===== src/rtl/ldec_pkg.sv =====
package ldec_pkg;

  // Bits needed to hold the sum of `terms` signed products of dw x cw bits,
  // with one guard bit.
  function automatic int sum_width(input int dw, input int cw, input int terms);
    int n;
    n = 0;
    while ((1 << n) < terms) n++;
    return dw + cw + n + 1;
  endfunction

  // Rounding bias added before a right shift by `shift` bits.
  function automatic longint round_bias(input int shift);
    return (shift > 0) ? (longint'(1) <<< (shift - 1)) : longint'(0);
  endfunction

endpackage


===== src/rtl/ldec_tapline.sv =====
// Shift register of signed samples. Tap 0 is the newest.
module ldec_tapline #(
  parameter int W     = 8,
  parameter int DEPTH = 8
) (
  input  logic                 clk,
  input  logic                 rst,
  input  logic                 en,
  input  logic [W-1:0]         din,
  output logic [DEPTH*W-1:0]   taps
);

  generate
    if (DEPTH == 1) begin : g_single
      always_ff @(posedge clk) begin
        if (rst)     taps <= '0;
        else if (en) taps <= din;
      end
    end else begin : g_chain
      always_ff @(posedge clk) begin
        if (rst)     taps <= '0;
        else if (en) taps <= {taps[(DEPTH-1)*W-1:0], din};
      end
    end
  endgenerate

endmodule


===== src/rtl/ldec_subfilter.sv =====
// One polyphase branch: registered products, then a registered adder tree.
module ldec_subfilter #(
  parameter int              DW    = 8,
  parameter int              CW    = 12,
  parameter int              T     = 8,
  parameter int              SW    = 24,
  parameter logic [T*CW-1:0] COEFS = '0
) (
  input  logic                 clk,
  input  logic                 rst,
  input  logic [T*DW-1:0]      taps,
  output logic signed [SW-1:0] sum
);

  localparam int PW = DW + CW;

  logic signed [PW-1:0] prod_q [T];
  logic signed [SW-1:0] sum_d;

  function automatic logic signed [CW-1:0] coef(input int j);
    return COEFS[j*CW +: CW];
  endfunction

  function automatic logic signed [DW-1:0] tap(input logic [T*DW-1:0] v, input int j);
    return v[j*DW +: DW];
  endfunction

  always_ff @(posedge clk) begin
    for (int j = 0; j < T; j++) begin
      if (rst) prod_q[j] <= '0;
      else     prod_q[j] <= PW'(tap(taps, j)) * PW'(coef(j));
    end
  end

  always_comb begin
    sum_d = '0;
    for (int j = 0; j < T; j++) sum_d = sum_d + SW'(prod_q[j]);
  end

  always_ff @(posedge clk) begin
    if (rst) sum <= '0;
    else     sum <= sum_d;
  end

endmodule


===== src/rtl/ldec_round_sat.sv =====
// Round half up by an arithmetic shift, clamp to OW bits, register.
module ldec_round_sat #(
  parameter int AW    = 26,
  parameter int OW    = 16,
  parameter int SHIFT = 4
) (
  input  logic                 clk,
  input  logic                 rst,
  input  logic signed [AW-1:0] acc,
  output logic signed [OW-1:0] q
);

  localparam logic signed [AW:0] MAXV = (AW+1)'((longint'(1) <<< (OW-1)) - 1);
  localparam logic signed [AW:0] MINV = (AW+1)'(-(longint'(1) <<< (OW-1)));

  logic signed [AW:0]   scaled;
  logic signed [OW-1:0] q_d;

  generate
    if (SHIFT == 0) begin : g_noshift
      assign scaled = (AW+1)'(acc);
    end else begin : g_shift
      localparam logic signed [AW:0] BIAS = (AW+1)'(ldec_pkg::round_bias(SHIFT));
      logic signed [AW:0] biased;
      assign biased = (AW+1)'(acc) + BIAS;
      assign scaled = biased >>> SHIFT;
    end
  endgenerate

  always_comb begin
    if (scaled > MAXV)      q_d = MAXV[OW-1:0];
    else if (scaled < MINV) q_d = MINV[OW-1:0];
    else                    q_d = scaled[OW-1:0];
  end

  always_ff @(posedge clk) begin
    if (rst) q <= '0;
    else     q <= q_d;
  end

endmodule


===== src/rtl/lane_pair_decim2.sv =====
// Two-lane polyphase half-rate low-pass filter.
// NTAPS must be even; coefficient k sits in COEFS[k*CW +: CW].
module lane_pair_decim2 #(
  parameter int                  DW    = 8,
  parameter int                  CW    = 12,
  parameter int                  NTAPS = 16,
  parameter int                  OW    = 16,
  parameter int                  SHIFT = 4,
  parameter logic [NTAPS*CW-1:0] COEFS = {
    12'hFF8, 12'hFEC, 12'hFF0, 12'd40, 12'd130, 12'd260, 12'd390, 12'd470,
    12'd470, 12'd390, 12'd260, 12'd130, 12'd40, 12'hFF0, 12'hFEC, 12'hFF8}
) (
  input  logic                 clk,
  input  logic                 rst,
  input  logic                 in_valid,
  input  logic [DW-1:0]        lane_a,
  input  logic [DW-1:0]        lane_b,
  output logic                 out_valid,
  output logic signed [OW-1:0] out_sample
);

  localparam int T     = NTAPS / 2;
  localparam int SW    = ldec_pkg::sum_width(DW, CW, T);
  localparam int AW    = SW + 1;
  localparam int STAGES = 4;   // tap load, products, branch sums, round

  function automatic logic [T*CW-1:0] phase_coefs(input int ph);
    logic [T*CW-1:0] r;
    r = '0;
    for (int j = 0; j < T; j++) r[j*CW +: CW] = COEFS[(2*j+ph)*CW +: CW];
    return r;
  endfunction

  localparam logic [T*CW-1:0] C_EVEN = phase_coefs(0);
  localparam logic [T*CW-1:0] C_ODD  = phase_coefs(1);

  logic [T*DW-1:0]      a_taps;
  logic [T*DW-1:0]      b_taps;
  logic [DW-1:0]        b_late;
  logic signed [SW-1:0] sum_even;
  logic signed [SW-1:0] sum_odd;
  logic signed [AW-1:0] acc_full;
  logic [STAGES-1:0]    vpipe;

  // Odd lane held back one accepted pair to align its phase.
  always_ff @(posedge clk) begin
    if (rst)           b_late <= '0;
    else if (in_valid) b_late <= lane_b;
  end

  ldec_tapline #(.W(DW), .DEPTH(T)) u_line_even (
    .clk(clk), .rst(rst), .en(in_valid), .din(lane_a), .taps(a_taps));

  ldec_tapline #(.W(DW), .DEPTH(T)) u_line_odd (
    .clk(clk), .rst(rst), .en(in_valid), .din(b_late), .taps(b_taps));

  ldec_subfilter #(.DW(DW), .CW(CW), .T(T), .SW(SW), .COEFS(C_EVEN)) u_sub_even (
    .clk(clk), .rst(rst), .taps(a_taps), .sum(sum_even));

  ldec_subfilter #(.DW(DW), .CW(CW), .T(T), .SW(SW), .COEFS(C_ODD)) u_sub_odd (
    .clk(clk), .rst(rst), .taps(b_taps), .sum(sum_odd));

  assign acc_full = AW'(sum_even) + AW'(sum_odd);

  ldec_round_sat #(.AW(AW), .OW(OW), .SHIFT(SHIFT)) u_round (
    .clk(clk), .rst(rst), .acc(acc_full), .q(out_sample));

  always_ff @(posedge clk) begin
    if (rst) vpipe <= '0;
    else     vpipe <= {vpipe[STAGES-2:0], in_valid};
  end

  assign out_valid = vpipe[STAGES-1];

endmodule


===== config.mk =====
export PLATFORM = sky130hd
export DESIGN_NAME = lane_pair_decim2
export DESIGN_NICKNAME = d
export VERILOG_FILES = /design/src/rtl/ldec_pkg.sv /design/src/rtl/ldec_tapline.sv /design/src/rtl/ldec_subfilter.sv /design/src/rtl/ldec_round_sat.sv /design/src/rtl/lane_pair_decim2.sv
export SDC_FILE = /design/constraint.sdc
export NUM_CORES = 1
export LEC_CHECK = 0
export BUFFER_PORTS_ARGS = -buffer_cell sky130_fd_sc_hd__buf_2
export CAP_MARGIN = 5
export CORE_UTILIZATION = 65
export CTS_CLUSTER_DIAMETER = 30
export DETAILED_ROUTE_END_ITERATION = 8
export HOLD_SLACK_MARGIN = 0.12
export PLACE_DENSITY = 0.92
export SETUP_SLACK_MARGIN = 0.02
export SYNTH_ARGS = -nofsm -noshare
export SYNTH_HDL_FRONTEND = slang
export SYNTH_SLANG_ARGS = --single-unit

===== constraint.sdc =====
create_clock -name clk -period 8.9 [get_ports clk]
set_input_delay 0.445 -clock clk [delete_from_list [all_inputs] [get_ports clk]]
set_output_delay 0.445 -clock clk [all_outputs]
set_load 0.02 [all_outputs]

After elaboration in Yosys (flattened, before gate mapping)
Memories as Yosys holds them, arrays and structs flattened.
Cells that the tools add are included.
{ "totals": {"register_bits": 204, "latchBits": 0, "ram_bits": 304, "romBits": 0, "input_bits": 19, "n_memories": 2} }
{ "op_classes": {"n_addsub": 20, "mul": 12, "div_mod_pow": 0, "magnitude_cmp": 2, "n_eq_ne": 0, "shifts": 0, "n_mux": 21, "bitwise_logic": 16, "reduce_logical": 1} }
{ "mem_list": {"columns": ["name", "depth", "word_bits", "read_ports", "rd_clocked_by_memory_dff", "write_ports", "line_no", "rtl"], "rows": [
  ["u_sub_even.prod_q", 8, 19, 8, 0, 8, "ldec_subfilter.sv:17", "logic signed [PW-1:0] prod_q [T];"],
  ["u_sub_odd.prod_q", 8, 19, 8, 0, 8, "ldec_subfilter.sv:17", null]
]} }
{ "ops": {"columns": ["cell", "n"], "rows": [
  ["19-bit 2-to-1 mux", 16],
  ["24-bit by 20-bit adder with 24-bit output", 10],
  ["8-bit by 9-bit multiplier with 17-bit output (second input constant)", 4],
  ["8-bit by 8-bit multiplier with 16-bit output (second input constant)", 4],
  ["8-bit by 4-bit multiplier with 12-bit output (second input constant)", 4],
  ["21-bit by 20-bit adder with 22-bit output", 2],
  ["20-bit by 20-bit adder with 21-bit output", 2],
  ["8-bit negator with 17-bit output", 2],
  ["8-bit negator with 16-bit output", 2],
  ["25-bit by 5-bit adder with 26-bit output (second input constant)", 1],
  ["24-bit by 24-bit adder with 25-bit output", 1],
  ["22-bit by 16-bit greater-than comparator with 1-bit output (second input constant)", 1],
  ["22-bit by 16-bit less-than comparator with 1-bit output (second input constant)", 1],
  ["16-bit 2-to-1 mux", 1],
  ["1-bit OR", 16],
  ["15-bit 2-to-1 mux", 1],
  ["1-bit 2-to-1 mux", 3],
  ["2-bit OR reduction", 1]
]} }

Longest topological paths before layout
Gate-level depths: netlist (run 1).
An unclocked memory read counts as a cell.
{ "logic_depth": {"word_depth": 8, "depth_mapped": 26, "depth_no_buf": 26} }

Cells and area by module
A second synthesis (run 1) with hierarchy kept.
{ "hier_totals": {"cells_unflattened": 3303, "hier_area_um2": 31933.1} }
{ "by_module_without_submodules": {"columns": ["module", "n_inst", "cells_per_inst", "area_each_um2", "seq_area_each_um2"], "rows": [
  ["ldec_subfilter at u_sub_even", 1, 1336, 12588.3, 2922.8],
  ["ldec_subfilter at u_sub_odd", 1, 1257, 12066.6, 2922.8],
  ["ldec_tapline", 2, 206, 2290.9, 1281.2],
  ["lane_pair_decim2", 1, 190, 1631.6, 240.2],
  ["ldec_round_sat", 1, 108, 1064.8, 320.3]
]} }

Worst setup path after synthesis (run 1)
No wires, ideal clock.
{ "synth_path": {"kind": "register -> register", "from": "mem u_sub_even.prod_q[0][3] (netlist name)", "to": "reg u_sub_even.sum[22]", "setup_time_ns": 0.127, "t_arrival_ns": 6.238, "slack_ns": 2.535, "stages_incl_launch_ff": 25, "n_path_buf": 0, "synth_period_minus_slack_ns": 6.365, "path_cell_list": "dfxtp_1 fa_1 ha_1 fa_1 a21o_1 a21oi_1 o21bai_1 a21oi_1 o21bai_1 a211oi_1 o21bai_1 xor2_1 fa_1 inv_1 fa_1 fa_1 inv_1 ha_1 and3_1 a221o_1 a21o_1 o31a_1 o31a_1 nor4bb_1 or3_1"} }
{ "synth_lines": {"columns": ["element", "line_no", "rtl"], "rows": [
  ["start: declaration", "ldec_subfilter.sv:17", null],
  ["end signal: assignment", "ldec_subfilter.sv:42", "else sum <= sum_d;"],
  ["end: declaration", "ldec_subfilter.sv:12", "output logic signed [SW-1:0] sum"]
]} }

==> results by stage, run 1 <==
Route:
- The number of vias in the routed layout is 23.35k.
- The final antenna-violating net count is 0.
- For this block, the routed nets add up to 84050 um of wire.
- Dividing the detail-routed wire length by the instance count gives 22.07 um.
- The first TritonRoute pass finished after 6 iterations.
- The remaining design rule violation count is 0.
- The first routing iteration left 2421 violations.
- After detailed routing, the number of vias per cell comes to 6.130.

Yosys:
- Sorting the synthesized cells by how often they occur yields sky130_fd_sc_hd__inv_1, sky130_fd_sc_hd__ha_1, sky130_fd_sc_hd__dfxtp_1.
- Of the post-synthesis cell area, the dominant cell type holds 0.2928.
- The predominant post-synthesis flop cell is sky130_fd_sc_hd__dfxtp_1.
- The number of library cell types mapped by synthesis is 71.
- The cell area that synthesis handed to floorplanning was 0.03063 mm2.
- The number of flip-flops and latches in the synthesized netlist is 448.
- Among all cell types in the netlist, the one instantiated most often is sky130_fd_sc_hd__inv_1.
- The share of the Yosys chip area taken by registers is 0.2928.
- The proportion of synthesized flip-flops having asynchronous set or reset is 0.
- The cell type with the largest total area after synthesis is sky130_fd_sc_hd__dfxtp_1.
- Yosys printed 0 warnings.
- In the synthesized netlist, the number of instances is 3061.
- In this run, synthesis inferred 0 flip-flops with an integrated enable.
- Each instance of the synthesized netlist takes up on average 10.01 um2.
- Ranked by total cell area, the synthesized netlist is headed by sky130_fd_sc_hd__dfxtp_1, sky130_fd_sc_hd__ha_1, sky130_fd_sc_hd__fa_1, sky130_fd_sc_hd__inv_1, sky130_fd_sc_hd__mux2i_1.
- Synthesis produced a netlist with a net count of 3798.

Global routing:
- Summed over all layers, the global routing overflow is 0.
- Across every metal layer, demand over resource in global routing totals 0.3558.
- The first-pass GRT wire length is 132300 um.
- The pin count of the biggest net entering global routing is 201.
- The number of global-route vias before repair came to 25.13k.
- The initial antenna violation count is 3.

Pwr:
- The standby leakage power is 0.01778 uW.
- The switching power is 1972 uW.
- Across the VDD grid, the largest voltage drop is 277.5 uV.
- The total internal power is 4770 uW.
- The clock network power share is 0.509.
- The power per cell area is 195.0 mW/mm2.
- Of the total power, the share spent switching nets is 0.2925.
- The post-layout total power is 6742 uW.
- The share of total power dissipated in sequential elements is 0.323.
- The share of total power dissipated in combinational logic is 0.168.

Critical path:
- The critical path goes through fa_1, ha_1, fa_1, a21o_1, a21oi_1, o21bai_1, a21oi_1, o21bai_1, a211oi_1, o21bai_1, xor2_1, fa_1, inv_1, fa_1, fa_1, inv_1, ha_1, and3_1, a221o_1, a21o_1, o31a_1, o31a_1, nor4bb_1, or3_1.
- Grouping stages by cell kind, the critical path spends the most delay in adder cells.
- Data on the critical path is required at its endpoint by 9400 ps.
- The critical path runs through a total of 24 cells.
- The buffers plus inverters on the worst setup path is 2.
- The nature of the critical path endpoint is a flip-flop.
- The largest fanout of any net on the critical path is 4.
- Measured in cells, the most critical reg-to-reg path has a length of 24.
- The longest individual stage delay on the worst path is 570 ps.
- The critical path data arrival time is 7950 ps.
- The startpoint class of the critical path is a flip-flop.
- The cell repeated most along the worst path is sky130_fd_sc_hd__fa_1.
- The cell type of the slowest stage on the worst timing path is sky130_fd_sc_hd__fa_1.
- The critical path is of the flip-flop to flip-flop type.

STA:
- The accumulated negative setup slack is 0 ps.
- The smallest hold slack is 348.1 ps.
- The number of hold violations in the final report is 0.
- The clock tree skew after final layout is 38.14 ps.
- Measured against its own limit, the worst slew margin works out to 0.08458.
- The smallest clock period supported by the final layout is computed as 7446 ps.
- Derived from the worst setup path, the maximum achievable clock frequency is 134.3 MHz.
- For the pin with the worst max-slew slack, the measured transition is 1363 ps.
- Setup repair after global routing left no endpoint under its margin.
- The final setup violation count is 0.
- The max-slew violation count is 0.
- In the finished design, the share of the clock period the worst path needs comes to 0.8366.

CTS:
- The worst-skew pair later-pin latency is 660 ps.
- Once the clock tree was built, the setup fixing pass inserted 0 buffers.
- After clock tree synthesis, the repair step resized 0 gates.
- TritonCTS built the clock tree.
- The total clock buffers created by CTS is 85.
- The longest clock path from root to sink contains 3 buffers.
- The clock sink total is 448.
- In this run the clock root is driven by a sky130_fd_sc_hd__clkbuf_16.
- After clock tree synthesis, the clock-pin slew on the worst setup and hold paths is 50 ps.
- The H-tree was split into 3 levels.

Place:
- The HPWL after detailed placement is 51030 um.
- Buffers placed on the I/O ports in this run total 35.
- Routability-driven placement finished with a final weighted congestion of 0.9183.

Job:
- Max-cap violations in this run came to 0.

Floorplanning:
- The die covers 0.04800 mm2.
- The core region is 0.04656 mm2.
- Row generation in the floorplan step produced 79 rows.
- For this design the top-level I/O count stands at 36.
- The floorplan die height is 219.1 um.
- The starting density of the core is 0.6579.
- The die is 219.1 um wide.

Final layout:
- The area growth from synthesis to layout is 12.86%.
- At the end of the flow, the number of nets in the layout was 3868.
- The share of final-layout standard cells stronger than drive strength 1 is 0.07089.
- The number of antenna diodes in the final layout is 0.

Status:
- The flow ran to the end, and the final reports show no timing, DRC or antenna violations.

Worst hold path:
- The tightest min-delay check is of the primary input to flip-flop type.
- The hold path depth is 2.
==> final timing paths <==
kind | from | slack [ps] | to
setup reg to reg | u_sub_even.prod_q[0][3] | 1450 | u_sub_even.sum[22]
setup / recovery | u_sub_even.prod_q[0][3] | 1450 | u_sub_even.sum[22]
hold / removal | in_valid | 350 | vpipe[0]
hold reg to reg | vpipe[1] | 430 | vpipe[2]
==> state kept, by name, indices dropped and copies added (netlist names) <==
register / flops
u_sub_even.prod_q: 123
u_sub_odd.prod_q: 123
u_line_even.taps: 64
u_line_odd.taps: 64
u_sub_even.sum: 23
u_sub_odd.sum: 23
u_round.q: 16
b_late: 8
vpipe: 4
==> repair_timing <==
| action | 4_1_cts | 5_1_grt |
|---|---|---|
| hold buffers | 16 | 0 |
| endpoints found under the setup margin | 0 | 0 |
| endpoints found under the hold margin | 16 | 0 |
==> cells in the final DEF, fill, tap and decap left out, types with 16 or more instances in the layout <==
master,count
sky130_fd_sc_hd__a21oi_1,100
sky130_fd_sc_hd__mux2i_1,136
sky130_fd_sc_hd__inv_1,458
sky130_fd_sc_hd__a21o_1,79
sky130_fd_sc_hd__a211oi_1,21
sky130_fd_sc_hd__nand2b_1,22
sky130_fd_sc_hd__nand3_1,21
sky130_fd_sc_hd__xor2_1,53
sky130_fd_sc_hd__o21ai_0,45
sky130_fd_sc_hd__nand2_1,61
sky130_fd_sc_hd__clkbuf_16,86
sky130_fd_sc_hd__fa_1,266
sky130_fd_sc_hd__xnor2_1,122
sky130_fd_sc_hd__o21bai_1,27
sky130_fd_sc_hd__ha_1,452
sky130_fd_sc_hd__nor3_1,59
sky130_fd_sc_hd__nor2b_1,128
sky130_fd_sc_hd__buf_2,33
sky130_fd_sc_hd__dfxtp_1,448
sky130_fd_sc_hd__dlygate4sd3_1,16
sky130_fd_sc_hd__nor2_1,335
==> stage by stage <==
stage                     std cells    util  instance area (um2)  setup WS [ps]
final                          3809  0.7425                34570           1454
after global placement         3635  0.6733                31350           2162
after global routing           3809  0.7425                34570           1281
after detailed placement       3635  0.6733                31350           1913
after CTS                      3809  0.7425                34570           1648
after floorplan                3061       -                30630           2535
==> area by class of cell <==
cell class | count | area, um2
flip-flops and latches | 448 | 8969
multi-input cells | 2081 | 19650
clock inverters | 58 | 767.0
clock buffers | 100 | 2295
well taps | 607 | 759.5
inverters | 458 | 1719
repair buffers | 57 | 409.1
fillers | 2379 | 11990
==> cell families (layout without fill, tap and decap cells) <==
family,count (synthesis),after routing,share of synthesized area
and+or+nand+nor,699,699,0.1101
adders and majority gates,718,718,0.3585
buffers and inverters,532,673,0.06568
DFF,448,448,0.2928
xor gates and xnor gates,175,175,0.05004
AOI/OAI and AO/OA,349,349,0.07700
muxes,140,140,0.04591
==> power groups by stage <==
| stage | Sequential, uW | Combinational [uW] | Clock (uW) |
|---|---|---|---|
| finish | 2180 | 1130 | 3430 |
| global route | 2190 | 1240 | 3520 |
| CTS | 2180 | 1110 | 3420 |
| detailed placement | 2210 | 1040 | 0 |
| global placement | 2210 | 997 | 0 |
| floorplan | 2240 | 759 | 0 |
==> routing by layer <==
| layer | wire [um] | track usage | part of all wire | vias up |
|---|---|---|---|---|
| met5 | 13 | 0 | 0.00015 | - |
| met4 | 5634 | 0.2299 | 0.067 | 2 |
| met3 | 7740 | 0.09120 | 0.092 | 501 |
| met2 | 39710 | 0.5897 | 0.47 | 1431 |
| met1 | 30950 | 0.4080 | 0.37 | 11267 |
| li1 | - | - | - | 10149 |
No activity file was read; power rests on OpenSTA's default activity.
==> inputs of run 2 (changes only) <==
--- a/config.mk
+++ b/config.mk
@@ -7,11 +7,11 @@
 export LEC_CHECK = 0
 export BUFFER_PORTS_ARGS = -buffer_cell sky130_fd_sc_hd__buf_2
 export CAP_MARGIN = 5
-export CORE_UTILIZATION = 65
+export CORE_UTILIZATION = 59
 export CTS_CLUSTER_DIAMETER = 30
 export DETAILED_ROUTE_END_ITERATION = 8
 export HOLD_SLACK_MARGIN = 0.12
-export PLACE_DENSITY = 0.92
+export PLACE_DENSITY = 0.88
 export SETUP_SLACK_MARGIN = 0.02
 export SYNTH_ARGS = -nofsm -noshare
 export SYNTH_HDL_FRONTEND = slang
==> constraint.sdc (replaced) <==
create_clock -name clk -period 6 [get_ports clk]
set_input_delay 0.3 -clock clk [delete_from_list [all_inputs] [get_ports clk]]
set_output_delay 0.3 -clock clk [all_outputs]
set_load 0.02 [all_outputs]
==> results by stage, run 2 (synthesized netlist as in run 1, its figures left out) <==
Route:
- The number of vias per cell after detailed routing is 5.854 (was 6.130).
- The number of optimization iterations in the first detailed-route pass is 6 (unchanged).
- The remaining design rule violation count came to 0 (unchanged).
- The routed length per instance is 20.49 um (was 22.07 um).
- The final antenna-violating net count was 0 (unchanged).
- The iteration-0 DRC count of the detailed router is 2039 (was 2421).
- The number of vias in the routed layout is 23.03k (was 23.35k).
- The routed wire length is 80620 um (was 84050 um).

CTS:
- The library cell used as clock root buffer was sky130_fd_sc_hd__clkbuf_16 (unchanged).
- The CTS H-tree depth is 3 (unchanged).
- The total clock buffers created by CTS came to 88 (was 85).
- The worst-skew pair later-pin latency is 650 ps (was 660 ps).
- The clock-pin transition on the worst setup and hold timing paths is 50 ps (about the same).
- The clock sink total is 448 (unchanged).
- The CTS tree was done (unchanged).
- The clock tree buffer depth is 3 (unchanged).

Pwr:
- The standby leakage power is 0.01804 uW (was 0.01778 uW).
- The largest voltage drop on the vdd net is 211.8 uV (was 277.5 uV).
- The power per cell area is 280.7 mW/mm2 (was 195.0 mW/mm2).

Final layout:
- The post-layout instance count excluding filler cells is 3935 (was 3809).
- The share of final-layout standard cells stronger than drive strength 1 is 0.1029 (was 0.07089).
- The most common library cell in the layout ignoring fill and taps is sky130_fd_sc_hd__inv_1 (unchanged).
- The relative area change from synthesis to final layout came to 15.25% (was 12.86%).
- The share of the core filled with cells is 0.6881 (was 0.7425).
- Largest registers in the final layout: u_sub_even.prod_q (123), u_sub_odd.prod_q (123) (unchanged).
- The area taken by flip-flops and latches is 0.008971 mm2 (was 0.008969 mm2).
- The number of diodes is 0 (unchanged).
- The total area of multi-input combinational cells is 0.01999 mm2 (was 0.01965 mm2).
- Highest-count cells in the layout ignoring fill and taps: sky130_fd_sc_hd__inv_1, sky130_fd_sc_hd__dfxtp_1, sky130_fd_sc_hd__ha_1 (was sky130_fd_sc_hd__inv_1, sky130_fd_sc_hd__ha_1, sky130_fd_sc_hd__dfxtp_1).
- The number of nets at the end of the flow is 3920 (was 3868).
- The fill cell instance count of the final layout was 3114 (was 2379).
- The final standard cell area without fillers is 0.03530 mm2 (was 0.03457 mm2).

Floorplanning:
- The starting density of the core was 0.5971 (was 0.6579).
- The floorplan die height is 229.9 um (was 219.1 um).
- The die width is 229.9 um (was 219.1 um).
- The die area was 0.05283 mm2 (was 0.04800 mm2).
- The area of the core region is 0.05130 mm2 (was 0.04656 mm2).
- The count of pins on the block boundary was 36 (unchanged).
- The standard-cell row count is 83 (was 79).

STA:
- The max-slew headroom at the worst pin is 0.2189 (was 0.08458).
- The smallest hold slack is 169.3 ps (was 348.1 ps).
- The post-route fraction of the period consumed by the critical path came to 1.070 (was 0.8366).
- The slew of the pin with the lowest slew margin was 1163 ps (was 1363 ps).
- The final worst slack is -418.2 ps (was 1454 ps).
- The final setup violation count is 11 (was 0).
- The shortest period the worst path allows came to 6418 ps (was 7446 ps).
- The number of hold violations in the final report is 0 (unchanged).
- Unrepaired setup endpoints after global routing: yes (was no).
- The clock tree skew after final layout came to 32.89 ps (was 38.14 ps).
- The max-slew violation count is 0 (unchanged).
- The upper clock frequency limit is 155.8 MHz (was 134.3 MHz).

Status:
- The final reports fail on negative setup slack.
- Result of the run: finished, violations left (was complete, no violations).

Worst hold path:
- The destination of the worst hold path is u_sub_even.sum[21] (was vpipe[0]).
- The class of the worst hold path is primary input to flip-flop (unchanged).
- The start point of the worst hold path was rst (was in_valid).
- The hold path depth was 2 (unchanged).

Critical path:
- The nature of the critical path endpoint is a flip-flop (unchanged).
- The startpoint-to-endpoint class of the critical path is flip-flop to flip-flop (unchanged).
- The endpoint of the worst-slack reg-to-reg timing path was u_sub_even.sum[22] (unchanged).
- The critical path data required time was 6510 ps (was 9400 ps).
- The cell count of the worst reg-to-reg path was 24 (unchanged).
- The launch point of the worst reg-to-reg path is u_sub_even.prod_q[0][41] (was u_sub_even.prod_q[0][3]).
- The startpoint class of the critical path is a flip-flop (unchanged).
- The setup slack of the worst register-to-register path is -420 ps (was 1450 ps).
- The critical path data arrival time was 6920 ps (was 7950 ps).
- The largest fanout of any net on the critical path came to 3 (was 4).

Global routing:
- The initial antenna violation count is 0 (was 3).
- The final global-route overflow total is 0 (unchanged).
- The number of global-route vias before repair is 24.11k (was 25.13k).
- The pin count of the biggest net entering global routing is 132 (was 201).
- The total global-route track usage is 0.2979 (was 0.3558).
- The first-pass GRT wire length is 125300 um (was 132300 um).

Place:
- The number of cells in the design after placement is 3739 (was 3635).
- The final estimated routing congestion in global placement was 0.9138 (was 0.9183).
- The standard cell area after detailed placement came to 0.03172 mm2 (was 0.03135 mm2).
- The HPWL after detailed placement is 49590 um (was 51030 um).
- The count of input and output buffers is 35 (unchanged).
- The minimum setup slack after placement was -333.7 ps (was 1913 ps).

Job:
- The count of maximum capacitance violations is 0 (unchanged).
-- run 2: what timing repair did --
action                                  in CTS  in global routing
gates resized for setup                     29                 40
hold buffers                                16                  0
gates cloned                                 0                  0
hold endpoints to repair                    16                  0
pin swaps                                   36                 34
endpoints found under the setup margin      16                 22
buffers inserted                            14                  6
-- run 2: layer usage --
metal | share of wire | vias up | GRT usage
li1 | - | 10233 | -
met1 | 0.39 | 11249 | 0.3601
met2 | 0.49 | 1183 | 0.5050
met3 | 0.073 | 369 | 0.05754
met4 | 0.054 | 0 | 0.1509
met5 | 0 | - | 0
-- run 2: layout make-up --
cell class                 count  share of cell area
sequential                   448              0.2541
timing repair buffer         106             0.02183
clock inverter                49             0.01574
tap                          680             0.02410
clock buffer                 113             0.06936
inverter                     458             0.04870
multi-input combinational   2081              0.5662
-- run 2: per-stage QoR --
stage                     TNS, ps  power [uW]
after global routing        -5296       10230
final                       -2562        9909
after floorplan                 0        4450
after CTS                   -1372        9818
after detailed placement    -1934        4873
after global placement     -453.3        4820
-- run 2: power by group --
group | total [uW] | leakage [uW] | internal [uW] | switching [uW]
logic | 1750 | 0.0129 | 714 | 1040
clock network | 4920 | 0.00145 | 3140 | 1780
registers | 3240 | 0.00364 | 3140 | 101
total | 9910 | 0.0180 | 6990 | 2920
-- run 2: worst max-delay path, stage by stage, from the launching register on --
cell and delay, ps:
sky130_fd_sc_hd__dfxtp_2 310, sky130_fd_sc_hd__fa_1 490, sky130_fd_sc_hd__ha_2 210, sky130_fd_sc_hd__fa_2 360, sky130_fd_sc_hd__a21o_1 180, sky130_fd_sc_hd__a21oi_2 150, sky130_fd_sc_hd__o21bai_1 110, sky130_fd_sc_hd__a21oi_2 260
sky130_fd_sc_hd__o21bai_2 130, sky130_fd_sc_hd__a211oi_2 230, sky130_fd_sc_hd__o21bai_1 120, sky130_fd_sc_hd__xor2_1 250, sky130_fd_sc_hd__fa_1 460, sky130_fd_sc_hd__inv_1 80, sky130_fd_sc_hd__fa_2 430, sky130_fd_sc_hd__fa_1 510
sky130_fd_sc_hd__inv_2 50, sky130_fd_sc_hd__ha_4 210, sky130_fd_sc_hd__and3_4 150, sky130_fd_sc_hd__a221o_1 310, sky130_fd_sc_hd__a21o_1 180, sky130_fd_sc_hd__o31a_1 290, sky130_fd_sc_hd__o31a_1 290, sky130_fd_sc_hd__nor4bb_1 140
sky130_fd_sc_hd__or3_1 340
-- run 2: how the worst max path moves through the flow --
stage	startpoint	end	slack (ps)
finish	u_sub_even.prod_q[0][41]	u_sub_even.sum[22]	-420
global route	u_sub_even.prod_q[0][41]	u_sub_even.sum[22]	-650
CTS	u_sub_even.prod_q[0][41]	u_sub_even.sum[22]	-410
detailed placement	u_sub_even.prod_q[0][41]	u_sub_even.sum[22]	-330
global placement	u_sub_odd.prod_q[0][2]	u_sub_odd.sum[22]	-190
floorplan	u_sub_even.prod_q[0][41]	u_sub_even.sum[22]	20
